===== src/rtl/eeprom_seq_reader.sv =====
module eeprom_seq_reader #(
  parameter int DIV = 4
) (
  input  logic       clk,
  input  logic       rst_n,
  input  logic       start,
  input  logic [7:0] start_addr,
  input  logic [7:0] count,
  output logic       busy,
  output logic       byte_valid,
  output logic [7:0] data,
  output logic       done,
  output logic       cs_n,
  output logic       sck,
  output logic       mosi,
  input  logic       miso
);
  localparam int TW = (DIV > 1) ? $clog2(DIV) : 1;
  localparam int PW = 6;
  localparam int XFER_PHASES = 48;
  localparam int PRE_PHASES = 4;
  localparam logic [7:0] RD_CMD = 8'h03;

  typedef enum logic [1:0] {S_IDLE, S_PRE, S_XFER, S_GAP} state_t;

  state_t          st;
  logic [TW-1:0]   tcnt;
  logic [PW-1:0]   ph;
  logic [7:0]      addr;
  logic [7:0]      left;
  logic [7:0]      rx;
  logic [15:0]     sr;

  wire       tick = (tcnt == TW'(DIV - 1));
  wire [4:0] bitn = ph[5:1];

  assign busy = (st != S_IDLE);
  assign cs_n = (st != S_XFER);
  assign sck  = (st == S_PRE) ? ~ph[0] : (st == S_XFER) ? ph[0] : 1'b0;
  assign mosi = (st == S_XFER) & sr[15];

  always_ff @(posedge clk or negedge rst_n) begin
    if (!rst_n) begin
      st         <= S_IDLE;
      tcnt       <= '0;
      ph         <= '0;
      addr       <= '0;
      left       <= '0;
      rx         <= '0;
      sr         <= '0;
      data       <= '0;
      byte_valid <= 1'b0;
      done       <= 1'b0;
    end else begin
      byte_valid <= 1'b0;
      done       <= 1'b0;
      if (st == S_IDLE) tcnt <= '0;
      else              tcnt <= tick ? '0 : tcnt + 1'b1;

      case (st)
        S_IDLE: begin
          if (start) begin
            if (count == 8'd0) begin
              done <= 1'b1;
            end else begin
              st   <= S_PRE;
              ph   <= '0;
              addr <= start_addr;
              left <= count;
            end
          end
        end
        S_PRE: begin
          if (tick) begin
            if (ph == PW'(PRE_PHASES - 1)) begin
              st <= S_XFER;
              ph <= '0;
              sr <= {RD_CMD, addr};
            end else begin
              ph <= ph + 1'b1;
            end
          end
        end
        S_XFER: begin
          if (tick) begin
            if (!ph[0] && bitn >= 5'd16) rx <= {rx[6:0], miso};
            if (ph[0]) sr <= {sr[14:0], 1'b0};
            if (ph == PW'(XFER_PHASES - 1)) begin
              st         <= S_GAP;
              data       <= rx;
              byte_valid <= 1'b1;
              left       <= left - 1'b1;
              addr       <= addr + 1'b1;
            end else begin
              ph <= ph + 1'b1;
            end
          end
        end
        S_GAP: begin
          if (tick) begin
            ph <= '0;
            if (left == 8'd0) begin
              st   <= S_IDLE;
              done <= 1'b1;
            end else begin
              st <= S_XFER;
              sr <= {RD_CMD, addr};
            end
          end
        end
        default: st <= S_IDLE;
      endcase
    end
  end
endmodule


===== config.mk =====
export PLATFORM = sky130hd
export DESIGN_NAME = eeprom_seq_reader
export DESIGN_NICKNAME = d
export VERILOG_FILES = /design/src/rtl/eeprom_seq_reader.sv
export SDC_FILE = /design/constraint.sdc
export NUM_CORES = 1
export LEC_CHECK = 0
export CAP_MARGIN = 20
export CORE_AREA = 4 4 69 119
export DETAILED_ROUTE_END_ITERATION = 10
export DIE_AREA = 0 0 73 123
export PLACE_DENSITY = 0.64
export SETUP_SLACK_MARGIN = 0.02
export SLEW_MARGIN = 20
export SYNTH_ARGS = -nofsm -noshare
export SYNTH_HDL_FRONTEND = slang
export SYNTH_SLANG_ARGS = --single-unit

===== constraint.sdc =====
create_clock -name clk -period 2 [get_ports clk]
set_input_delay 0.3 -clock clk [delete_from_list [all_inputs] [get_ports clk]]
set_output_delay 0.3 -clock clk [all_outputs]
set_load 0.01 [all_outputs]

## Word level (Yosys, flattened, before mapping)

Cells that the tools add are included.

| word-level totals | value |
|---|---|
| flip-flop bits (word level) | 60 |
| word-level logic and storage cells | 94 |
| input bits | 20 |
| output and inout port bits | 14 |

| operators by class | value |
|---|---|
| $add $sub $neg | 4 |
| bitwise logic cells | 2 |
| reductions and logical operators | 14 |
| eq/ne operators | 17 |
| $lt $le $gt $ge | 1 |
| mux-type cells | 46 |

Operators by type and width:

| operator | number |
|---|---|
| two-way mux 16 bit | 6 |
| two-way mux 8 bit | 8 |
| case mux 16 bit (3 select lines) | 1 |
| two-way mux 6 bit | 7 |
| case mux 8 bit (2 select lines) | 2 |
| case mux 6 bit (4 select lines) | 1 |
| two-way mux 2 bit | 10 |
| != test 2 bit (second input constant) | 9 |
| logical NOT 8 bit | 2 |
| AND reduction 7 bit | 2 |
| two-way mux 1 bit | 9 |
| adder 8 x 1 -> 8 bit (second input constant) | 1 |
| case mux 2 bit (4 select lines) | 1 |
| subtractor 8 x 1 -> 8 bit (second input constant) | 1 |
| adder 6 x 1 -> 6 bit (second input constant) | 1 |
| equality test 2 bit (second input constant) | 3 |
| equality test 6 x 2 -> 1 bit (second input constant) | 1 |
| equality test 6 bit (second input constant) | 1 |
| AND reduction 3 bit | 2 |
| AND reduction 6 bit | 1 |
| >= comparator 5 bit (second input constant) | 1 |
| AND reduction 5 bit | 1 |
| != test 2 x 1 -> 1 bit (second input constant) | 2 |
| nonzero test 2 bit | 2 |
| other kinds (9) | 9 |

## Depth between registers and ports, before layout

Gate-level depths: netlist (run 1).

| logic depth | value |
|---|---|
| depth after elaboration | 4 |
| depth in mapped cells | 8 |
| gate-level depth less buffers | 6 |

## Worst setup path before layout (run 1)

Ideal clock, no wire load.

| path | value |
|---|---|
| path type | reg2reg |
| from | register st[0] |
| to | register ph[0] |
| slack | -0.177 ns |
| path buffers | 0 |
| library setup time | 0.125 ns |
| period minus slack after synthesis | 2.177 ns |
| required time | 1.875 ns |
| cell stages (with the launch flop) | 7 |
| data arrival time | 2.052 ns |
| cells stage by stage | dfrtp_1 -> inv_1 -> ha_1 -> or4b_4 -> o31a_1 -> nand3_1 -> mux2_2 |

| on the way | value |
|---|---|
| longest elaborated chain between the ends | 3 |
| elaborated cells on any way between the ends | 12 |
| classes of those cells | eq/ne: 9; mux: 1; reduce/logical: 2 |

Ends and longest elaborated chain:

| what | line | text |
|---|---|---|
| from (decl) | 26 | `state_t st;` |
| from (signal assigned) | 44 | `st <= S_IDLE;` |
| from (signal assigned) | 66 | `st <= S_PRE;` |
| from (signal assigned) | 76 | `st <= S_XFER;` |
| equality test 2 bit, or another cell as far along | 60 | `case (st)` |
| != test 2 bit (no line) | n/a |  |
| AND reduction 6 bit (no line) | n/a |  |
| to (signal assigned) | 80 | `ph <= ph + 1'b1;` |
| to (signal assigned) | 95 | `ph <= ph + 1'b1;` |
| to (decl) | 28 | `logic [PW-1:0] ph;` |

Parallel ways exist; a longest one is shown, timed or not.
A chain may end at the register's enable or synchronous reset.

## Final worst setup path (run 1)

| path | value |
|---|---|
| from | register st[1] |
| to | register ph[2] |

Same word-level chain as after synthesis.

==> flow_summary.yaml, run 1 <==
run_status:
  status: "finished with violations"
  failed_checks: "negative setup slack"
timing:
  slew_headroom_pct: 65.8
  worstMarginPinSlew_ps: 512
  min_period_ps: 2070
  fmax_mhz: 482
  setup_viol: 14
  rsz0062_at_grt: "yes"
  final_max_slew_viol_count: 0
  hold_slack_ps: 450
  fin_ws_ps: -74.6
  final-hold-violation-count: 0
  finalClockSkew_ps: 4.87
  period_share_pct: 104
drt:
  detail-route-antenna-nets: 0
  wl_met1_mm: 3.30
  firstDrtPassIters: 4
  drt_iter0_markers: 136
  top_layer_used: "met4"
  vias: 2750
  wl_per_cell_um: 18.2
  wl_met3_um: 359
  routed_wl_mm: 8.61
  routed_via_density: 5.83
  drc_errors: 0
  wl_met2_mm: 4.58
die:
  fp.dieArea_um2: 8980
  core-area_um2: 7230
  chipHeight_um: 123
  die_w_um: 73
  rows: 41
  start_util_pct: 44.4
  ios: 34
setup_path:
  crit_slowest_cell: "or4b_4"
  path_class: "reg -> reg"
  cp_common_cell: "buf_6"
  cp.arrival_ps: 2290
  critPathLaunchType: "register"
  slowest_delay_ps: 470
  path_delay_family: "simple AND/OR/NAND/NOR gates"
  r2r-start: "st[1]$_DFFE_PN0P_"
  r2r_setup_slack_ps: -70
  worstPathRequired_ps: 2210
  worst-path-max-fanout: 4
  crit_buf_inv: 3
  cp_cell_sequence: "inv_2, ha_4, or4b_4, buf_6, o31ai_4, buf_6, nor2_4, a221o_1"
  crit_path_start: "st[1]$_DFFE_PN0P_"
  endpoint_kind: "register"
grt:
  grtUsageTotal_pct: 19.3
  grt_max_degree: 29
  antenna_found_initial: 0
  grt_pass1_wl_mm: 13.2
  grt_pass1_vias: 2763
  overflow: 0
cells_and_area:
  syn_to_final_growth_pct: 43.6
  stdcell_count: 472
  nNetsFinal: 410
  diodes: 0
  drive_above_1_share_pct: 39.1
  design_area_um2: 4620
synth:
  syn-num-nets: 328
  syn_area_um2: 3210
  synth_area_per_cell_um2: 10.8
  synth_edf_count: 0
  post-synth-top-count-cell: "dfrtp_1"
  async_flop_share_pct: 100
  yosysTopAreaCell: "dfrtp_1"
  synth_ff_type: "dfrtp_1"
  yosysTopAreaCellShare_pct: 46.7
  synth_cell_types: 59
  ys_seq_area_share_pct: 46.7
  postSynthCellCount: 299
  yosysWarningCount: 0
  ys_top_cells_by_count: "dfrtp_1, mux2_2, nand2_1"
  synth.area.top_cells: "dfrtp_1, mux2_2, ha_1, mux2i_1, nand2_1"
  ys_ff_latch: 60
clocking:
  cts.sinks: 60
  insertion_delay_ps: 330
  cts_tree: "yes"
  path_clk_slew_ps: 50
  clock-root-buffer: "clkbuf_16"
  cts_buffers: 9
  htreeDepth: 3
  cts.path.max_buffers: 2
pwr:
  p_leak_uw: 0.00199
  power_uw: 6970
  p_per_area_nw_per_um2: 1510
  max-vdd-ir-drop_v: 0.000885
placed_design:
  dp.cells: 444
  gp_congestion: 0.820
  port_buffers: 33
  dp_hpwl_mm: 5.69
  dpl_cell_area_um2: 3940
hold_path:
  hold_start: "tcnt[0]$_DFF_PN0_"
  hold_class: "reg -> reg"
run:
  drv_cap: 0
## per-layer routing
metal | up-vias | global-route usage (%)
met1 | 1365 | 21.6
met3 | 32 | 5.61
met4 | 0 | 9.82
met5 | - | 0
met2 | 74 | 32.5
li1 | 1279 | -
## flip-flops by register name, indices dropped and copies added, names as in the netlist
name        flops
tcnt            2
st              2
rx              8
left            8
data            8
byte_valid      1
sr             16
addr            8
done            1
ph              6
## cell type report
cell class | count | area, um^2
Clock buffer | 9 | 225
Clock inverter | 7 | 75.1
Fill cell | 572 | 2620
Inverter | 15 | 56.3
Multi-Input combinational cell | 212 | 1890
Sequential cell | 60 | 1500
Tap cell | 86 | 108
Timing Repair Buffer | 83 | 757
## power by group
| part | switching [uW] | internal (uW) | leakage [uW] | total (uW) |
|---|---|---|---|---|
| registers | 313 | 1540 | 0.000763 | 1850 |
| clock network | 569 | 968 | 0.000150 | 1540 |
| logic | 1810 | 1770 | 0.00108 | 3580 |
| total | 2690 | 4280 | 0.00199 | 6970 |
## placed cells by master (no fill, tap or decap), types with 6 or more instances in the layout
| cell | instances |
|---|---|
| a21oi_1 | 6 |
| nand3_1 | 9 |
| clkbuf_16 | 9 |
| mux2_4 | 6 |
| a21oi_2 | 6 |
| dfrtp_1 | 59 |
| o21ai_0 | 9 |
| buf_6 | 10 |
| mux2_2 | 27 |
| nand2b_1 | 6 |
| clkdlybuf4s50_1 | 28 |
| buf_4 | 37 |
| mux2i_1 | 9 |
| nand2_1 | 18 |
| inv_1 | 12 |
| nor2_1 | 13 |
## path summary, 6_finish.rpt
path                                endpoint  cells past startpoint
setup / recovery           ph[2]$_DFFE_PN0P_                      8
max in group asynchronous  rx[7]$_DFFE_PN0P_                      3
hold reg to reg            tcnt[0]$_DFF_PN0_                      1
setup reg to reg           ph[2]$_DFFE_PN0P_                      8
hold / removal             tcnt[0]$_DFF_PN0_                      1
min in group asynchronous  sr[4]$_DFFE_PN0P_                      2
## stage by stage
step                worst slack, ps  TNS [ps]  util, %
finish                        -74.6      -429     63.8
detailed placement             -285     -4580     54.5
global placement               -259     -4040     54.5
global route                   -128     -2320     63.8
CTS                           -88.7      -809     60.1
floorplan                     -5.49     -11.0        -
## cells by family after synthesis
family          after synthesis  share of synthesized area, %
compound gates               71                          15.6
fa+ha+maj                     9                          3.50
buf+inv                      28                          4.01
flops                        60                          46.7
mux                          42                          14.8
simple gates                 89                          15.4
## repair_timing
item / 4_1_cts / 5_1_grt
hold buffers: 1 / 0
setup endpoints to repair: 34 / 57
buffers inserted: 5 / 4
pin swaps: 7 / 12
resized for setup: 25 / 45
hold endpoints to repair: 21 / 0
cloned: 0 / 2
Note: power is estimated with default switching activity, not from simulation.
==> run 2, diff against run 1 <==
- PLACE_DENSITY: 0.64 -> 0.74
- SLEW_MARGIN: 20 -> not set
- clock period: 2 -> 2.6 ns (I/O delays scaled with it)
==> flow_summary.yaml, run 2 (same netlist as run 1, synthesis figures left out) <==
grt:
  antenna_found_initial: 0
  grt_pass1_vias: 2637
  grt_pass1_wl_mm: 12.3
  grt_max_degree: 40
  overflow: 0
  grtUsageTotal_pct: 17.9
clocking:
  cts_resized: 0
  cts.sinks: 60
  cts_tree: "yes"
  cts_hold_buffers: 0
  path_clk_slew_ps: 50
  htreeDepth: 3
  insertion_delay_ps: 330
  cts.path.max_buffers: 2
  cts_setup_buffers: 0
  clock-root-buffer: "clkbuf_16"
  cts_buffers: 9
cells_and_area:
  syn_to_final_growth_pct: 24.0
  fin_util_pct: 55.1
  layout_common_cells: "dfrtp_1, clkdlybuf4s50_1, mux2_2, nand2_1"
  nNetsFinal: 372
  fillCellCount: 628
  final_common_cell: "dfrtp_1"
  design_area_um2: 3990
  diodes: 0
  regMostFlops: "sr"
  largest_reg_flops: 16
  drive_above_1_share_pct: 20.7
setup_path:
  r2r_setup_slack_ps: 310
  r2r_end: "ph[0]$_DFFE_PN0P_"
  crit_slowest_cell: "clkdlybuf4s50_1"
  crit_buf_inv: 2
  path_class: "reg -> out"
  r2r-start: "st[0]$_DFFE_PN0P_"
  slowest_delay_ps: 560
  rr_worst_depth: 6
  worst-path-max-fanout: 6
  critPathLaunchType: "register"
  endpoint_kind: "output pin"
  worstPathRequired_ps: 2210
  cp.arrival_ps: 2050
  path_delay_family: "buffers and inverters"
  cp_cell_sequence: "inv_1, ha_1, mux2i_1, clkdlybuf4s50_1"
placed_design:
  dp_hpwl_mm: 5.27
  port_buffers: 33
  dpl_cell_area_um2: 3670
  gp_congestion: 0.884
drt:
  routed_via_density: 5.85
  vias: 2531
  detail-route-antenna-nets: 0
  routed_wl_mm: 7.43
  drc_errors: 0
  drt_iter0_markers: 161
  firstDrtPassIters: 4
  wl_per_cell_um: 17.2
hold_path:
  hold_class: "in -> async"
die:
  core-area_um2: 7230
  die_w_um: 73
  chipHeight_um: 123
  rows: 41
  fp.dieArea_um2: 8980
  start_util_pct: 44.4
  ios: 34
timing:
  period_share_pct: 93.9
  final_max_slew_viol_count: 0
  finalClockSkew_ps: 7.72
  setup_tns_ps: 0
  min_period_ps: 2440
  slew_headroom_pct: 58.9
  fmax_mhz: 409
  final-hold-violation-count: 0
  setup_viol: 0
  rsz0062_at_grt: "no"
  worstMarginPinSlew_ps: 615
pwr:
  p_leak_uw: 0.00175
  p_per_area_nw_per_um2: 1120
  max-vdd-ir-drop_v: 0.000514
  power_uw: 4460
run_status:
  status: "finished clean"
run:
  drv_cap: 0
run 2: where the power goes:
part / switching, uW / total, uW / internal, uW
Sequential: 226 / 1410 / 1190
Clock: 399 / 1180 / 785
Combinational: 1020 / 1860 / 848
Total: 1640 / 4460 / 2820
run 2: how the worst max path moves through the flow:
stage | start | endpoint | cells past startpoint
floorplan | st[0]$_DFFE_PN0P_ | ph[0]$_DFFE_PN0P_ | 6
global placement | count[5] | ph[0]$_DFFE_PN0P_ | 5
detailed placement | count[5] | ph[0]$_DFFE_PN0P_ | 5
CTS | st[0]$_DFFE_PN0P_ | mosi | 5
global route | st[1]$_DFFE_PN0P_ | sck | 4
finish | st[1]$_DFFE_PN0P_ | sck | 4
run 2: final cells by class:
cell class | count | area, um^2 | area share (%)
Clock buffer | 11 | 253 | 6.34
Clock inverter | 4 | 48.8 | 1.22
Inverter | 15 | 56.3 | 1.41
Multi-Input combinational cell | 211 | 1600 | 40.1
Sequential cell | 60 | 1500 | 37.7
Tap cell | 86 | 108 | 2.70
Timing Repair Buffer | 46 | 423 | 10.6
run 2: stage by stage:
step | hold WS (ps) | instances | setup slack, ps
finish | 34.6 | 433 | 157
global route | 55.3 | 433 | 84.9
detailed placement | 384 | 418 | 193
global placement | 376 | 418 | 224
CTS | 37.0 | 433 | 102
floorplan | 94.4 | 299 | 423
run 2: per-layer routing:
metal | up-vias | routed length (um) | GRT usage (%)
met2 | 70 | 3950 | 30.7
met4 | 0 | 262 | 10.7
met1 | 1245 | 2890 | 19.4
met5 | - | 0 | 0
li1 | 1193 | - | -
met3 | 23 | 332 | 4.31
run 2: worst register-to-register path: stages (launching register included):
cell and delay (ps):
dfrtp_1 400, inv_1 200, ha_1 190, or4b_4 480, o31a_1 320, nand3_1 220
mux2_2 370
==> run 3, diff against run 2 <==
- HOLD_SLACK_MARGIN: not set -> 0.05
==> flow_summary.yaml, run 3 (same netlist as run 1, synthesis figures left out) <==
clocking:
  cts_setup_buffers: 0
  cts_tree: "yes"
  cts.path.max_buffers: 2
  cts_buffers: 9
  cts.sinks: 60
  insertion_delay_ps: 330
  path_clk_slew_ps: 50
  clock-root-buffer: "clkbuf_16"
  htreeDepth: 3
die:
  rows: 41
  fp.dieArea_um2: 8980
  start_util_pct: 44.4
  chipHeight_um: 123
  die_w_um: 73
  ios: 34
  core-area_um2: 7230
drt:
  firstDrtPassIters: 4
  wl_per_cell_um: 17.1
  routed_via_density: 5.83
  drc_errors: 0
  vias: 2531
  detail-route-antenna-nets: 0
  drt_iter0_markers: 194
  routed_wl_mm: 7.44
pwr:
  p_per_area_nw_per_um2: 1120
  max-vdd-ir-drop_v: 0.000514
  p_leak_uw: 0.00175
placed_design:
  dpl_cell_area_um2: 3670
  dp_hpwl_mm: 5.27
  gp_congestion: 0.884
  place_ws_ps: 193
  port_buffers: 33
timing:
  min_period_ps: 2440
  final_max_slew_viol_count: 0
  period_share_pct: 93.7
  setup_viol: 0
  slew_headroom_pct: 60.3
  setup_tns_ps: 0
  fin_ws_ps: 164
  final-hold-violation-count: 0
  worstMarginPinSlew_ps: 593
  fmax_mhz: 410
  rsz0062_at_grt: "no"
  finalClockSkew_ps: 7.79
grt:
  grt_pass1_wl_mm: 12.3
  grt_max_degree: 40
  grt_pass1_vias: 2638
  grtUsageTotal_pct: 17.9
  overflow: 0
  antenna_found_initial: 0
cells_and_area:
  largest_reg_flops: 16
  regMostFlops: "sr"
  nNetsFinal: 373
  final_common_cell: "dfrtp_1"
  diodes: 0
  drive_above_1_share_pct: 20.7
  layout_common_cells: "dfrtp_1, clkdlybuf4s50_1, mux2_2, nand2_1"
  syn_to_final_growth_pct: 24.3
  design_area_um2: 4000
  fillCellCount: 627
hold_path:
  hold_class: "reg -> reg"
setup_path:
  worst-path-max-fanout: 6
  crit_slowest_cell: "clkdlybuf4s50_1"
  slowest_delay_ps: 560
  critPathLaunchType: "register"
  crit_buf_inv: 2
  path_class: "reg -> out"
  worstPathRequired_ps: 2210
  endpoint_kind: "output pin"
  cp.arrival_ps: 2050
  path_delay_family: "buffers and inverters"
  cp_cell_sequence: "inv_1, ha_1, mux2i_1, clkdlybuf4s50_1"
run:
  drv_cap: 0
run_status:
  status: "finished clean"
run 3: cell types whose count changed in the layout (fill, tap and decap cells not counted):
cell,before,now
dlygate4sd3_1,0,1
run 3: worst register-to-register path: stages (launching register included):
cell and delay [ps]:
dfrtp_1 400, inv_1 200, ha_1 190, or4b_4 480
o31a_1 320, nand3_1 220, mux2_2 370
run 3: layout make-up:
type                    instances  area [um^2]  share of cell area (%)
inverters                      15         56.3                    1.41
clock buffers                  11          253                    6.32
flip-flops and latches         60         1500                    37.6
well taps                      86          108                    2.69
repair buffers                 47          433                    10.8
clock inverters                 4         48.8                    1.22
multi-input cells             211         1600                    39.9
run 3: per-stage QoR:
step	cells	power, uW	hold slack [ps]	utilization (%)
6_report	434	4460	440	55.3
4_1_cts	434	4470	440	55.1
5_1_grt	434	4730	461	55.3
3_5_place_dp	418	3260	384	50.8
2_1_floorplan	299	2730	94.4	-
3_3_place_gp	418	3200	376	50.8
run 3: repair_timing:
item                                    4_1_cts  5_1_grt
hold buffers                                  1        0
hold endpoints to repair                     19        0
gates resized for setup                       0        1
endpoints found under the setup margin        0        1
run 3: worst paths after layout:
path                                        to  slack, ps              start  cells past startpoint
setup / recovery                           sck        160  st[1]$_DFFE_PN0P_                      4
hold / removal               tcnt[0]$_DFF_PN0_        440  tcnt[0]$_DFF_PN0_                      1
setup reg to reg             ph[0]$_DFFE_PN0P_        310  st[0]$_DFFE_PN0P_                      6
hold reg to reg              tcnt[0]$_DFF_PN0_        440  tcnt[0]$_DFF_PN0_                      1
max in group asynchronous    ph[2]$_DFFE_PN0P_       1360              rst_n                      3
min in group asynchronous  addr[1]$_DFFE_PN0P_        560              rst_n                      2
run 3: power breakdown:
group	switching [uW]	internal [uW]	total (uW)
combinational	1020	849	1870
clock	399	785	1180
sequential	226	1190	1410
run 3: layer usage:
metal	track usage (%)	wire length, um	up-vias
met2	30.7	3940	64
li1	-	-	1197
met3	4.31	302	21
met1	19.3	2940	1249
met5	0	0	-
met4	10.7	251	0
